[src/rtl/xlatePkg.sv]
package xlatePkg;

  typedef enum logic [1:0] {
    SP_MEM = 2'b00,
    SP_IO  = 2'b01,
    SP_CFG = 2'b10,
    SP_RSV = 2'b11
  } spaceT;

  typedef enum logic [1:0] {
    ST_IDLE,
    ST_OFFER,
    ST_WAIT
  } ctrlStateT;

  // strobes from control to datapath
  typedef struct packed {
    logic capture;
  } ctrlStrobeT;

  function automatic logic [3:0] encodeCmd(input logic [1:0] space, input logic isWrite);
    logic [1:0] cls;
    case (space)
      SP_IO:   cls = 2'b00;
      SP_CFG:  cls = 2'b10;
      default: cls = 2'b01;
    endcase
    return {cls, 1'b1, isWrite};
  endfunction

endpackage

[src/rtl/xlateTable.sv]
module xlateTable #(
  parameter int LOCAL_AW   = 16,
  parameter int PAGE_BITS  = 2,
  parameter int PCI_AW     = 32,
  parameter bit DYNAMIC    = 1'b1,
  parameter int FIXED_BASE = 'h100,
  localparam int PASS_W    = LOCAL_AW - PAGE_BITS,
  localparam int UPPER_W   = PCI_AW - PASS_W,
  localparam int NUM_PAGES = 1 << PAGE_BITS
) (
  input  logic                 clk,
  input  logic                 rstN,
  input  logic                 wrEn,
  input  logic [PAGE_BITS-1:0] wrIdx,
  input  logic [PCI_AW-1:0]    wrData,
  input  logic [PAGE_BITS-1:0] lookIdx,
  output logic [UPPER_W-1:0]   lookUpper,
  output logic [1:0]           lookSpace,
  input  logic [PAGE_BITS-1:0] rdIdx,
  output logic [PCI_AW-1:0]    rdData
);

  logic [UPPER_W-1:0] upperArr [NUM_PAGES];
  logic [1:0]         spaceArr [NUM_PAGES];

  generate
    if (DYNAMIC) begin : gDyn
      always_ff @(posedge clk) begin
        if (!rstN) begin
          for (int i = 0; i < NUM_PAGES; i++) begin
            upperArr[i] <= '0;
            spaceArr[i] <= '0;
          end
        end else if (wrEn) begin
          upperArr[wrIdx] <= wrData[PCI_AW-1:PASS_W];
          spaceArr[wrIdx] <= wrData[1:0];
        end
      end
      logic unusedFixed;
      assign unusedFixed = ^wrData[PASS_W-1:2];
    end else begin : gFix
      always_comb begin
        for (int i = 0; i < NUM_PAGES; i++) begin
          upperArr[i] = UPPER_W'(FIXED_BASE + i);
          spaceArr[i] = 2'(i % 3);
        end
      end
      logic unusedWr;
      assign unusedWr = ^{clk, rstN, wrEn, wrIdx, wrData};
    end
  endgenerate

  assign lookUpper = upperArr[lookIdx];
  assign lookSpace = spaceArr[lookIdx];
  assign rdData    = {upperArr[rdIdx], {(PASS_W-2){1'b0}}, spaceArr[rdIdx]};

endmodule

[src/rtl/xlateData.sv]
module xlateData
  import xlatePkg::*;
#(
  parameter int LOCAL_AW   = 16,
  parameter int PAGE_BITS  = 2,
  parameter int PCI_AW     = 32,
  parameter int BURST_W    = 4,
  parameter bit DYNAMIC    = 1'b1,
  parameter int FIXED_BASE = 'h100,
  localparam int PASS_W    = LOCAL_AW - PAGE_BITS,
  localparam int UPPER_W   = PCI_AW - PASS_W
) (
  input  logic                 clk,
  input  logic                 rstN,
  input  ctrlStrobeT           strobe,
  input  logic                 busy,
  input  logic                 reqWrite,
  input  logic [LOCAL_AW-1:0]  reqAddr,
  input  logic [BURST_W-1:0]   reqBurst,
  input  logic                 pciError,
  input  logic                 regWrite,
  input  logic                 regRead,
  input  logic [PAGE_BITS:0]   regAddr,
  input  logic [PCI_AW-1:0]    regWdata,
  output logic [PCI_AW-1:0]    descAddr,
  output logic [3:0]           descCmd,
  output logic [BURST_W-1:0]   descBurst,
  output logic [PCI_AW-1:0]    regRdata,
  output logic                 errFlag
);

  logic                isStatus;
  logic [UPPER_W-1:0]  lookUpper;
  logic [1:0]          lookSpace;
  logic [PCI_AW-1:0]   entryRd;

  assign isStatus = regAddr[PAGE_BITS];

  xlateTable #(
    .LOCAL_AW(LOCAL_AW), .PAGE_BITS(PAGE_BITS), .PCI_AW(PCI_AW),
    .DYNAMIC(DYNAMIC), .FIXED_BASE(FIXED_BASE)
  ) table_i (
    .clk(clk), .rstN(rstN),
    .wrEn(regWrite && !isStatus),
    .wrIdx(regAddr[PAGE_BITS-1:0]),
    .wrData(regWdata),
    .lookIdx(reqAddr[LOCAL_AW-1:PASS_W]),
    .lookUpper(lookUpper),
    .lookSpace(lookSpace),
    .rdIdx(regAddr[PAGE_BITS-1:0]),
    .rdData(entryRd)
  );

  always_ff @(posedge clk) begin
    if (!rstN) begin
      descAddr  <= '0;
      descCmd   <= '0;
      descBurst <= '0;
    end else if (strobe.capture) begin
      descAddr  <= {lookUpper, reqAddr[PASS_W-1:0]};
      descCmd   <= encodeCmd(lookSpace, reqWrite);
      descBurst <= reqBurst;
    end
  end

  always_ff @(posedge clk) begin
    if (!rstN)                                errFlag <= 1'b0;
    else if (pciError)                        errFlag <= 1'b1;
    else if (regWrite && isStatus && regWdata[1]) errFlag <= 1'b0;
  end

  always_comb begin
    regRdata = '0;
    if (regRead) begin
      if (isStatus) regRdata = {{(PCI_AW-2){1'b0}}, errFlag, busy};
      else          regRdata = entryRd;
    end
  end

endmodule

[src/rtl/xlateCtrl.sv]
module xlateCtrl
  import xlatePkg::*;
(
  input  logic       clk,
  input  logic       rstN,
  input  logic       reqRead,
  input  logic       reqWrite,
  input  logic       descReady,
  input  logic       pciDone,
  output ctrlStrobeT strobe,
  output logic       descValid,
  output logic       reqWait,
  output logic       busy
);

  ctrlStateT state, stateNext;

  always_comb begin
    stateNext      = state;
    strobe.capture = 1'b0;
    reqWait        = 1'b1;
    case (state)
      ST_IDLE: begin
        if (reqRead || reqWrite) begin
          strobe.capture = 1'b1;
          stateNext      = ST_OFFER;
        end
      end
      ST_OFFER: begin
        if (descReady) begin
          reqWait   = 1'b0;
          stateNext = ST_WAIT;
        end
      end
      ST_WAIT: begin
        if (pciDone) stateNext = ST_IDLE;
      end
      default: stateNext = ST_IDLE;
    endcase
  end

  always_ff @(posedge clk) begin
    if (!rstN) state <= ST_IDLE;
    else       state <= stateNext;
  end

  assign descValid = (state == ST_OFFER);
  assign busy      = (state != ST_IDLE);

endmodule

[src/rtl/busToPciXlate.sv]
module busToPciXlate
  import xlatePkg::*;
#(
  parameter int LOCAL_AW   = 16,
  parameter int PAGE_BITS  = 2,
  parameter int PCI_AW     = 32,
  parameter int BURST_W    = 4,
  parameter bit DYNAMIC    = 1'b1,
  parameter int FIXED_BASE = 'h100
) (
  input  logic                 clk,
  input  logic                 rstN,
  input  logic                 reqRead,
  input  logic                 reqWrite,
  input  logic [LOCAL_AW-1:0]  reqAddr,
  input  logic [BURST_W-1:0]   reqBurst,
  output logic                 reqWait,
  output logic                 descValid,
  input  logic                 descReady,
  output logic [PCI_AW-1:0]    descAddr,
  output logic [3:0]           descCmd,
  output logic [BURST_W-1:0]   descBurst,
  input  logic                 pciDone,
  input  logic                 pciError,
  input  logic                 regWrite,
  input  logic                 regRead,
  input  logic [PAGE_BITS:0]   regAddr,
  input  logic [PCI_AW-1:0]    regWdata,
  output logic [PCI_AW-1:0]    regRdata
);

  ctrlStrobeT strobe;
  logic       statusBusy;
  logic       errFlag;

  xlateCtrl ctrl_i (
    .clk(clk), .rstN(rstN),
    .reqRead(reqRead), .reqWrite(reqWrite),
    .descReady(descReady), .pciDone(pciDone),
    .strobe(strobe), .descValid(descValid),
    .reqWait(reqWait), .busy(statusBusy)
  );

  xlateData #(
    .LOCAL_AW(LOCAL_AW), .PAGE_BITS(PAGE_BITS), .PCI_AW(PCI_AW),
    .BURST_W(BURST_W), .DYNAMIC(DYNAMIC), .FIXED_BASE(FIXED_BASE)
  ) data_i (
    .clk(clk), .rstN(rstN), .strobe(strobe), .busy(statusBusy),
    .reqWrite(reqWrite), .reqAddr(reqAddr), .reqBurst(reqBurst),
    .pciError(pciError),
    .regWrite(regWrite), .regRead(regRead), .regAddr(regAddr),
    .regWdata(regWdata),
    .descAddr(descAddr), .descCmd(descCmd), .descBurst(descBurst),
    .regRdata(regRdata), .errFlag(errFlag)
  );

endmodule

[config.mk]
export PLATFORM = sky130hd
export DESIGN_NAME = busToPciXlate
export DESIGN_NICKNAME = d
export VERILOG_FILES = /design/src/rtl/xlatePkg.sv /design/src/rtl/xlateTable.sv /design/src/rtl/xlateData.sv /design/src/rtl/xlateCtrl.sv /design/src/rtl/busToPciXlate.sv
export SDC_FILE = /design/constraint.sdc
export NUM_CORES = 1
export LEC_CHECK = 0
export ABC_AREA = 1
export BUFFER_PORTS_ARGS = -buffer_cell sky130_fd_sc_hd__buf_2
export CAP_MARGIN = 30
export CELL_PAD_IN_SITES_DETAIL_PLACEMENT = 1
export CELL_PAD_IN_SITES_GLOBAL_PLACEMENT = 1
export CORE_UTILIZATION = 35
export CTS_CLUSTER_DIAMETER = 100
export DETAILED_ROUTE_END_ITERATION = 10
export PLACE_DENSITY = 0.76
export SLEW_MARGIN = 10
export SYNTH_ARGS = -nofsm -noshare
export SYNTH_HDL_FRONTEND = slang
export SYNTH_SLANG_ARGS = --single-unit
[constraint.sdc]
create_clock -name clk -period 2.75 [get_ports clk]
set_input_delay 0.1375 -clock clk [delete_from_list [all_inputs] [get_ports clk]]
set_output_delay 0.1375 -clock clk [all_outputs]
set_load 0.005 [all_outputs]
==> results of run 1 <==
## cells by family (layout without fill, tap and decap cells)
group | count (synthesis) | in the layout | share of synthesized area
adder cells (fa/ha/maj) | 1 | 1 | 0.00208
AND/OR/NAND/NOR | 436 | 436 | 0.288
other | 1 | 12 | 0.000622
flip-flops | 123 | 123 | 0.541
buffers and inverters | 112 | 238 | 0.0945
AO/OA/AOI/OAI | 88 | 88 | 0.0733
## power by group
group	internal (W)	switching [W]
logic	0.000250	0.000440
registers	0.00212	0.0000765
clock network	0.00145	0.000807
total	0.00383	0.00132
## final cells by class
type / count / area (um2)
Clock buffer: 21 / 492
Clock inverter: 11 / 110
Fill cell: 2066 / 9200
Inverter: 52 / 195
Multi-Input combinational cell: 537 / 2240
Sequential cell: 123 / 3260
Tap cell: 220 / 275
Timing Repair Buffer: 154 / 933
## flip-flops by register name, indices dropped and copies added, names as in the netlist
register,cells
data_i.errFlag,1
data_i.table_i.spaceArr,8
data_i.descCmd,4
data_i.table_i.upperArr,72
data_i.descAddr,32
ctrl_i.state,2
data_i.descBurst,4
## tightest hold or removal path, cell delays in order
cell and delay (ns):
sky130_fd_sc_hd__buf_2 0.08, sky130_fd_sc_hd__nand3b_1 0.10, sky130_fd_sc_hd__a21oi_1 0.06
## cells in the final DEF, fill, tap and decap left out
master / instances
sky130_fd_sc_hd__bufinv_16: 2
sky130_fd_sc_hd__edfxtp_1: 80
sky130_fd_sc_hd__inv_4: 4
sky130_fd_sc_hd__clkinv_2: 5
sky130_fd_sc_hd__buf_4: 21
sky130_fd_sc_hd__inv_1: 49
sky130_fd_sc_hd__nor3_1: 4
sky130_fd_sc_hd__nand2_2: 2
sky130_fd_sc_hd__nand2_4: 1
sky130_fd_sc_hd__nor2_4: 2
sky130_fd_sc_hd__nor2_1: 169
sky130_fd_sc_hd__dlygate4sd3_1: 19
sky130_fd_sc_hd__nand4_2: 1
sky130_fd_sc_hd__clkbuf_16: 18
sky130_fd_sc_hd__o21ai_0: 46
sky130_fd_sc_hd__clkbuf_8: 3
sky130_fd_sc_hd__a21oi_1: 41
sky130_fd_sc_hd__inv_2: 3
sky130_fd_sc_hd__nand3b_1: 1
sky130_fd_sc_hd__conb_1: 12
sky130_fd_sc_hd__nand3_1: 44
sky130_fd_sc_hd__ha_1: 1
sky130_fd_sc_hd__buf_12: 1
sky130_fd_sc_hd__nand2_1: 212
sky130_fd_sc_hd__dfxtp_1: 43
sky130_fd_sc_hd__buf_2: 113
sky130_fd_sc_hd__o22ai_1: 1
## metal layers
metal,global-route usage,vias to the layer above
li1,-,2647
met1,0.251,2581
met2,0.380,151
met3,0.0544,24
met4,0.0720,0
met5,0,-
## cell usage after synthesis
cell	number
sky130_fd_sc_hd__nand3_1	44
sky130_fd_sc_hd__buf_2	28
sky130_fd_sc_hd__nand3b_1	1
sky130_fd_sc_hd__inv_1	49
sky130_fd_sc_hd__inv_2	3
sky130_fd_sc_hd__buf_4	14
sky130_fd_sc_hd__a21oi_1	41
sky130_fd_sc_hd__clkbuf_2	1
sky130_fd_sc_hd__nand4_2	1
sky130_fd_sc_hd__nand2_1	212
sky130_fd_sc_hd__conb_1	1
sky130_fd_sc_hd__buf_6	8
sky130_fd_sc_hd__nor2_1	169
sky130_fd_sc_hd__edfxtp_1	80
sky130_fd_sc_hd__ha_1	1
sky130_fd_sc_hd__clkbuf_1	9
sky130_fd_sc_hd__o21ai_0	46
sky130_fd_sc_hd__nand2_2	2
sky130_fd_sc_hd__nor2_4	2
sky130_fd_sc_hd__nand2_4	1
sky130_fd_sc_hd__o22ai_1	1
sky130_fd_sc_hd__dfxtp_1	43
sky130_fd_sc_hd__nor3_1	4
## timing repair
item	in CTS	in global routing
endpoints found under the setup margin	0	0
hold endpoints to repair	19	0
hold buffers	19	0
buffers inserted	0	0
## stage by stage
stage          setup WS, ns   util  hold WS (ns)  power (W)  cells
2_1_floorplan          1.18      -         0.255    0.00264    772
3_3_place_gp          0.920  0.402         0.352    0.00288   1067
3_5_place_dp          0.889  0.402         0.369    0.00290   1067
4_1_cts                1.03  0.449       0.00137    0.00519   1118
5_1_grt               0.861  0.449        0.0187    0.00535   1118
6_report               1.05  0.449        0.0149    0.00515   1118
## final timing paths
kind              cells after the start            endpoint
setup / recovery                      5  data_i.descAddr[5]
hold / removal                        3     ctrl_i.state[1]
setup reg to reg                      5  data_i.descAddr[5]
hold reg to reg                       2   data_i.descCmd[1]
==> flow_summary.toml, run 1 <==
[run_status]
run_status = "finished, final reports clean"

[die]
placeable_core_region_um2 = 16700
start_util = 0.361
dieArea_um2 = 17700
die_width_um = 133
floorplan.die.height_um = 133
num_io_pins = 138
standard_cell_row_count = 47

[worst_setup_path]
timing.critical_path.mode_cell = "sky130_fd_sc_hd__nor2_1"
worst_path_dominant_cell_family = "simple AND/OR/NAND/NOR gates"
reg2reg_slack_ns = 1.05
crit_path_cell_trace = "nor2_1 -> nand2_2 -> inv_2 -> nor2_1 -> nor2_1"
crit_path_max_incr_delay_ns = 0.59
timing.rr.start = "ctrl_i.state[1]"
worst-path-buf-inv = 1
worstPathRequired_ns = 3.09
timing_worst_setup_path_type = "flop to flop"
crit_path_top_delay_cell = "sky130_fd_sc_hd__inv_2"
crit_path_capture_type = "flop"
timing.critical_path.fanout_max = 39
category_of_the_worst_setup_path_launch_point = "flop"
critPathArrivalTime_ns = 2.04
cp-startpoint = "ctrl_i.state[1]"

[sta]
post-route-min-period_ns = 1.70
hold_violations = 0
setup_viol = 0
setup_repair_after_global_routing_missed_its_margin = "false"
timing.slew.headroom = 0.544
fin_tns_setup_ns = 0
timing.final.crit_share = 0.618
achievable-frequency_mhz = 589
slew_viol_final = 0
timing_worst_slew_pin_value_ns = 0.683
final.setup_skew_ns = 0.00657

[route]
route.detailed.wl_per_inst_um = 16.6
wirelength_met1_um = 7990
drt_first_pass_iters = 4
antenna_left = 0
routed-wl-met2_um = 9210
via_per_inst = 4.83
detail_route.iter0.violations = 230
met3WireLength_um = 1090
drt_wl_total_um = 18600
route.detailed.drc = 0
routed.top_layer = "met4"
vias = 5403

[placement]
detailed_place_hpwl_um = 12000
io_buffer_count = 113
placement.cell_area_um2 = 6710
gp_congestion = 0.750

[hold_path]
class_of_the_most_critical_hold_timing_path = "input port to flop"
hold_path_origin = "pciDone"

[pwr]
leakage_component_of_the_power_nw = 3.54
power.density_nw_per_um2 = 686
vdd.ir_drop.worst_uv = 451

[clock_network]
cts.clk_slew.worst_paths_ns = 0.06
tritoncts = "yes"
clkSinkCount = 123
htree_depth = 4
post_cts.resized_instances = 0
clock_tree.buffer_depth = 2
clkLatencyLatePin_ns = 0.42
clk_root_buffer_cell = "sky130_fd_sc_hd__clkbuf_16"
numCtsBuffers = 17

[final_layout]
flow.area_growth_from_synthesis_pct = 24.5
finish.net_count = 950
post_route_cells_drive_above_1_share = 0.196
final_cell_area_excluding_filler_cells_um2 = 7500
insertedDiodeCount = 0

[logic_synthesis]
netlist_area_um2 = 6030
avgSynthCellArea_um2 = 7.92
seq_area_frac_synth = 0.541
netlist_top_cells_area = "sky130_fd_sc_hd__edfxtp_1, sky130_fd_sc_hd__dfxtp_1, sky130_fd_sc_hd__nand2_1"
synth.ff_latch_count = 123
synth_top_area_share = 0.399
synth-warning-count = 0
synth_area_leader_cell = "sky130_fd_sc_hd__edfxtp_1"
synth_cell_type_count = 23
netlist_instances = 761

[global_route]
number_of_global_route_vias_before_repair = 5473
pin_count_of_the_biggest_net_entering_global_routing = 45
overflow = 0
grt_antenna_before_repair = 0
first_pass_grt_wire_length_um = 28500
grt_use_total = 0.214

[job]
timing.max_cap.violations = 0
Power figures use the tool's default switching activity.
==> run 2: changes to the inputs <==
==> constraint.sdc (replaced) <==
create_clock -name clk -period 1.7 [get_ports clk]
set_input_delay 0.085 -clock clk [delete_from_list [all_inputs] [get_ports clk]]
set_output_delay 0.085 -clock clk [all_outputs]
set_load 0.005 [all_outputs]
==> run 2 against run 1 <==
  * Cell count up 0.89%
  * Utilization up 0.50 points
  * Non-clock buffer count up 10
  * Clock skew up 0.0023 ns
  * Clock power up 58%
  * Via count down 0.30%
  * First-iteration DRC count down 7.8%
  * Flip-flop and latch count unchanged
  * Register-to-register slack worse by 0.84 ns
==> flow_summary.toml, run 2 (synthesis gave the netlist of run 1 again) <==
[run_status]
run_status = "finished, final reports clean"

[final_layout]
multi_input_comb_area_um2 = 2240
layout_commonest_cell = "sky130_fd_sc_hd__nand2_1"
max_flop_register = "data_i.table_i.upperArr"
insertedDiodeCount = 0
highest_count_cells_in_the_layout_ignoring_fill_and_taps = "sky130_fd_sc_hd__nand2_1, sky130_fd_sc_hd__nor2_1, sky130_fd_sc_hd__buf_2"
reg_top3 = "data_i.table_i.upperArr x72, data_i.descAddr x32, data_i.table_i.spaceArr x8"
final_cell_area_excluding_filler_cells_um2 = 7590
post_route_cells_drive_above_1_share = 0.197
flow.area_growth_from_synthesis_pct = 25.9
largest_register_ffs = 72
fillCellCount = 2078
finish.net_count = 960
ff_latch_area_um2 = 3260

[route]
vias = 5387
route.detailed.wl_per_inst_um = 16.5
via_per_inst = 4.78
antenna_left = 0
drt_first_pass_iters = 4
drt_wl_total_um = 18600
detail_route.iter0.violations = 212
route.detailed.drc = 0

[clock_network]
clock_tree.buffer_depth = 2
post_cts.repair.setup_buffers = 0
clkSinkCount = 123
htree_depth = 4
clkLatencyLatePin_ns = 0.42
cts.clk_slew.worst_paths_ns = 0.05
tritoncts = "yes"
clk_root_buffer_cell = "sky130_fd_sc_hd__clkbuf_16"
numCtsBuffers = 17
post_cts.resized_instances = 0

[sta]
timing.slew.headroom = 0.638
setup_viol = 0
timing.final.crit_share = 0.882
setup_repair_after_global_routing_missed_its_margin = "false"
timing_worst_slew_pin_value_ns = 0.541
fin_tns_setup_ns = 0
post-route-min-period_ns = 1.50
final.setup_skew_ns = 0.00885
slew_viol_final = 0
achievable-frequency_mhz = 667
hold_violations = 0

[worst_setup_path]
worstPathRequired_ns = 1.62
critPathArrivalTime_ns = 1.41
timing.critical_path.mode_cell = "sky130_fd_sc_hd__nor2_1"
timing_worst_setup_path_type = "flop to output port"
worst-path-buf-inv = 1
crit_path_capture_type = "output port"
crit_path_top_delay_cell = "sky130_fd_sc_hd__edfxtp_1"
crit_path_cell_trace = "nor2_1 -> nor2_1 -> o21ai_0 -> a21oi_1 -> buf_2"
crit_path_max_incr_delay_ns = 0.34
worst_path_dominant_cell_family = "compound AO/OA/AOI/OAI gates"
timing.critical_path.fanout_max = 2
category_of_the_worst_setup_path_launch_point = "flop"

[placement]
placement.cell_area_um2 = 6760
gp_congestion = 0.771
io_buffer_count = 113
detailed_place_hpwl_um = 11800

[global_route]
overflow = 0
pin_count_of_the_biggest_net_entering_global_routing = 40
grt_use_total = 0.215
number_of_global_route_vias_before_repair = 5549
first_pass_grt_wire_length_um = 29000
grt_antenna_before_repair = 0

[pwr]
leakage_component_of_the_power_nw = 3.58
vdd.ir_drop.worst_uv = 698
power.density_nw_per_um2 = 1090

[die]
dieArea_um2 = 17700
floorplan.die.height_um = 133
die_width_um = 133
num_io_pins = 138
placeable_core_region_um2 = 16700
standard_cell_row_count = 47
start_util = 0.361

[hold_path]
class_of_the_most_critical_hold_timing_path = "input port to flop"

[job]
timing.max_cap.violations = 0
-- run 2: cell count changes in the layout (fill, tap and decap cells not counted) --
cell                            previous run  this run
sky130_fd_sc_hd__buf_4                    21        27
sky130_fd_sc_hd__clkinv_2                  5         4
sky130_fd_sc_hd__clkbuf_16                18        20
sky130_fd_sc_hd__clkbuf_8                  3         5
sky130_fd_sc_hd__bufinv_16                 2         0
sky130_fd_sc_hd__dlygate4sd3_1            19        23
sky130_fd_sc_hd__clkbuf_1                  0         3
sky130_fd_sc_hd__inv_4                     4         0
-- run 2: final timing paths --
| check | from | end | slack [ns] | cells after the start |
|---|---|---|---|---|
| max reg2reg | ctrl_i.state[0] | ctrl_i.state[1] | 0.21 | 5 |
| max | data_i.table_i.upperArr[0][17] | regRdata[31] | 0.20 | 5 |
| min | regWrite | data_i.errFlag | 0.005 | 4 |
| min reg2reg | data_i.descCmd[0] | data_i.descCmd[0] | 0.47 | 2 |
-- run 2: through the flow --
step / util / hold slack (ns) / std cells / total power [W] / setup slack (ns)
2_1_floorplan: - / 0.202 / 772 / 0.00427 / 0.181
3_3_place_gp: 0.405 / 0.298 / 1073 / 0.00467 / 0.334
5_1_grt: 0.454 / 0.0164 / 1128 / 0.00862 / 0.0996
3_5_place_dp: 0.405 / 0.310 / 1073 / 0.00471 / 0.302
4_1_cts: 0.454 / 0.000601 / 1128 / 0.00833 / 0.199
6_report: 0.454 / 0.00490 / 1128 / 0.00827 / 0.201
-- run 2: worst reg2reg max path: cells and delay by family (launching register included) --
family	cells	cell delay [ns]
flops	1	0.32
buf+inv	2	0.63
simple gates	2	0.33
compound gates	1	0.14
-- run 2: where the power goes --
part	switching (W)	leakage, nW	total (W)	internal, W
Combinational	0.000717	2.15	0.00115	0.000429
Clock	0.00125	0.302	0.00356	0.00231
Sequential	0.000124	1.13	0.00356	0.00344
-- run 2: layout make-up --
type                    count  area share
flip-flops and latches    123       0.430
multi-input cells         537       0.295
repair buffers            164       0.134
clock buffers              28      0.0765
well taps                 220      0.0363
inverters                  52      0.0257
clock inverters             4     0.00264
-- run 2: what timing repair did --
item                                    in CTS  in global routing
endpoints found under the setup margin       0                  0
hold buffers                                23                  0
endpoints found under the hold margin       22                  0
-- run 2: metal layers --
| metal | share of wire | up-vias | GRT usage |
|---|---|---|---|
| met2 | 0.49 | 136 | 0.380 |
| met5 | 0 | - | 0 |
| met4 | 0.012 | 0 | 0.0688 |
| li1 | - | 2662 | - |
| met1 | 0.44 | 2569 | 0.257 |
| met3 | 0.053 | 20 | 0.0514 |
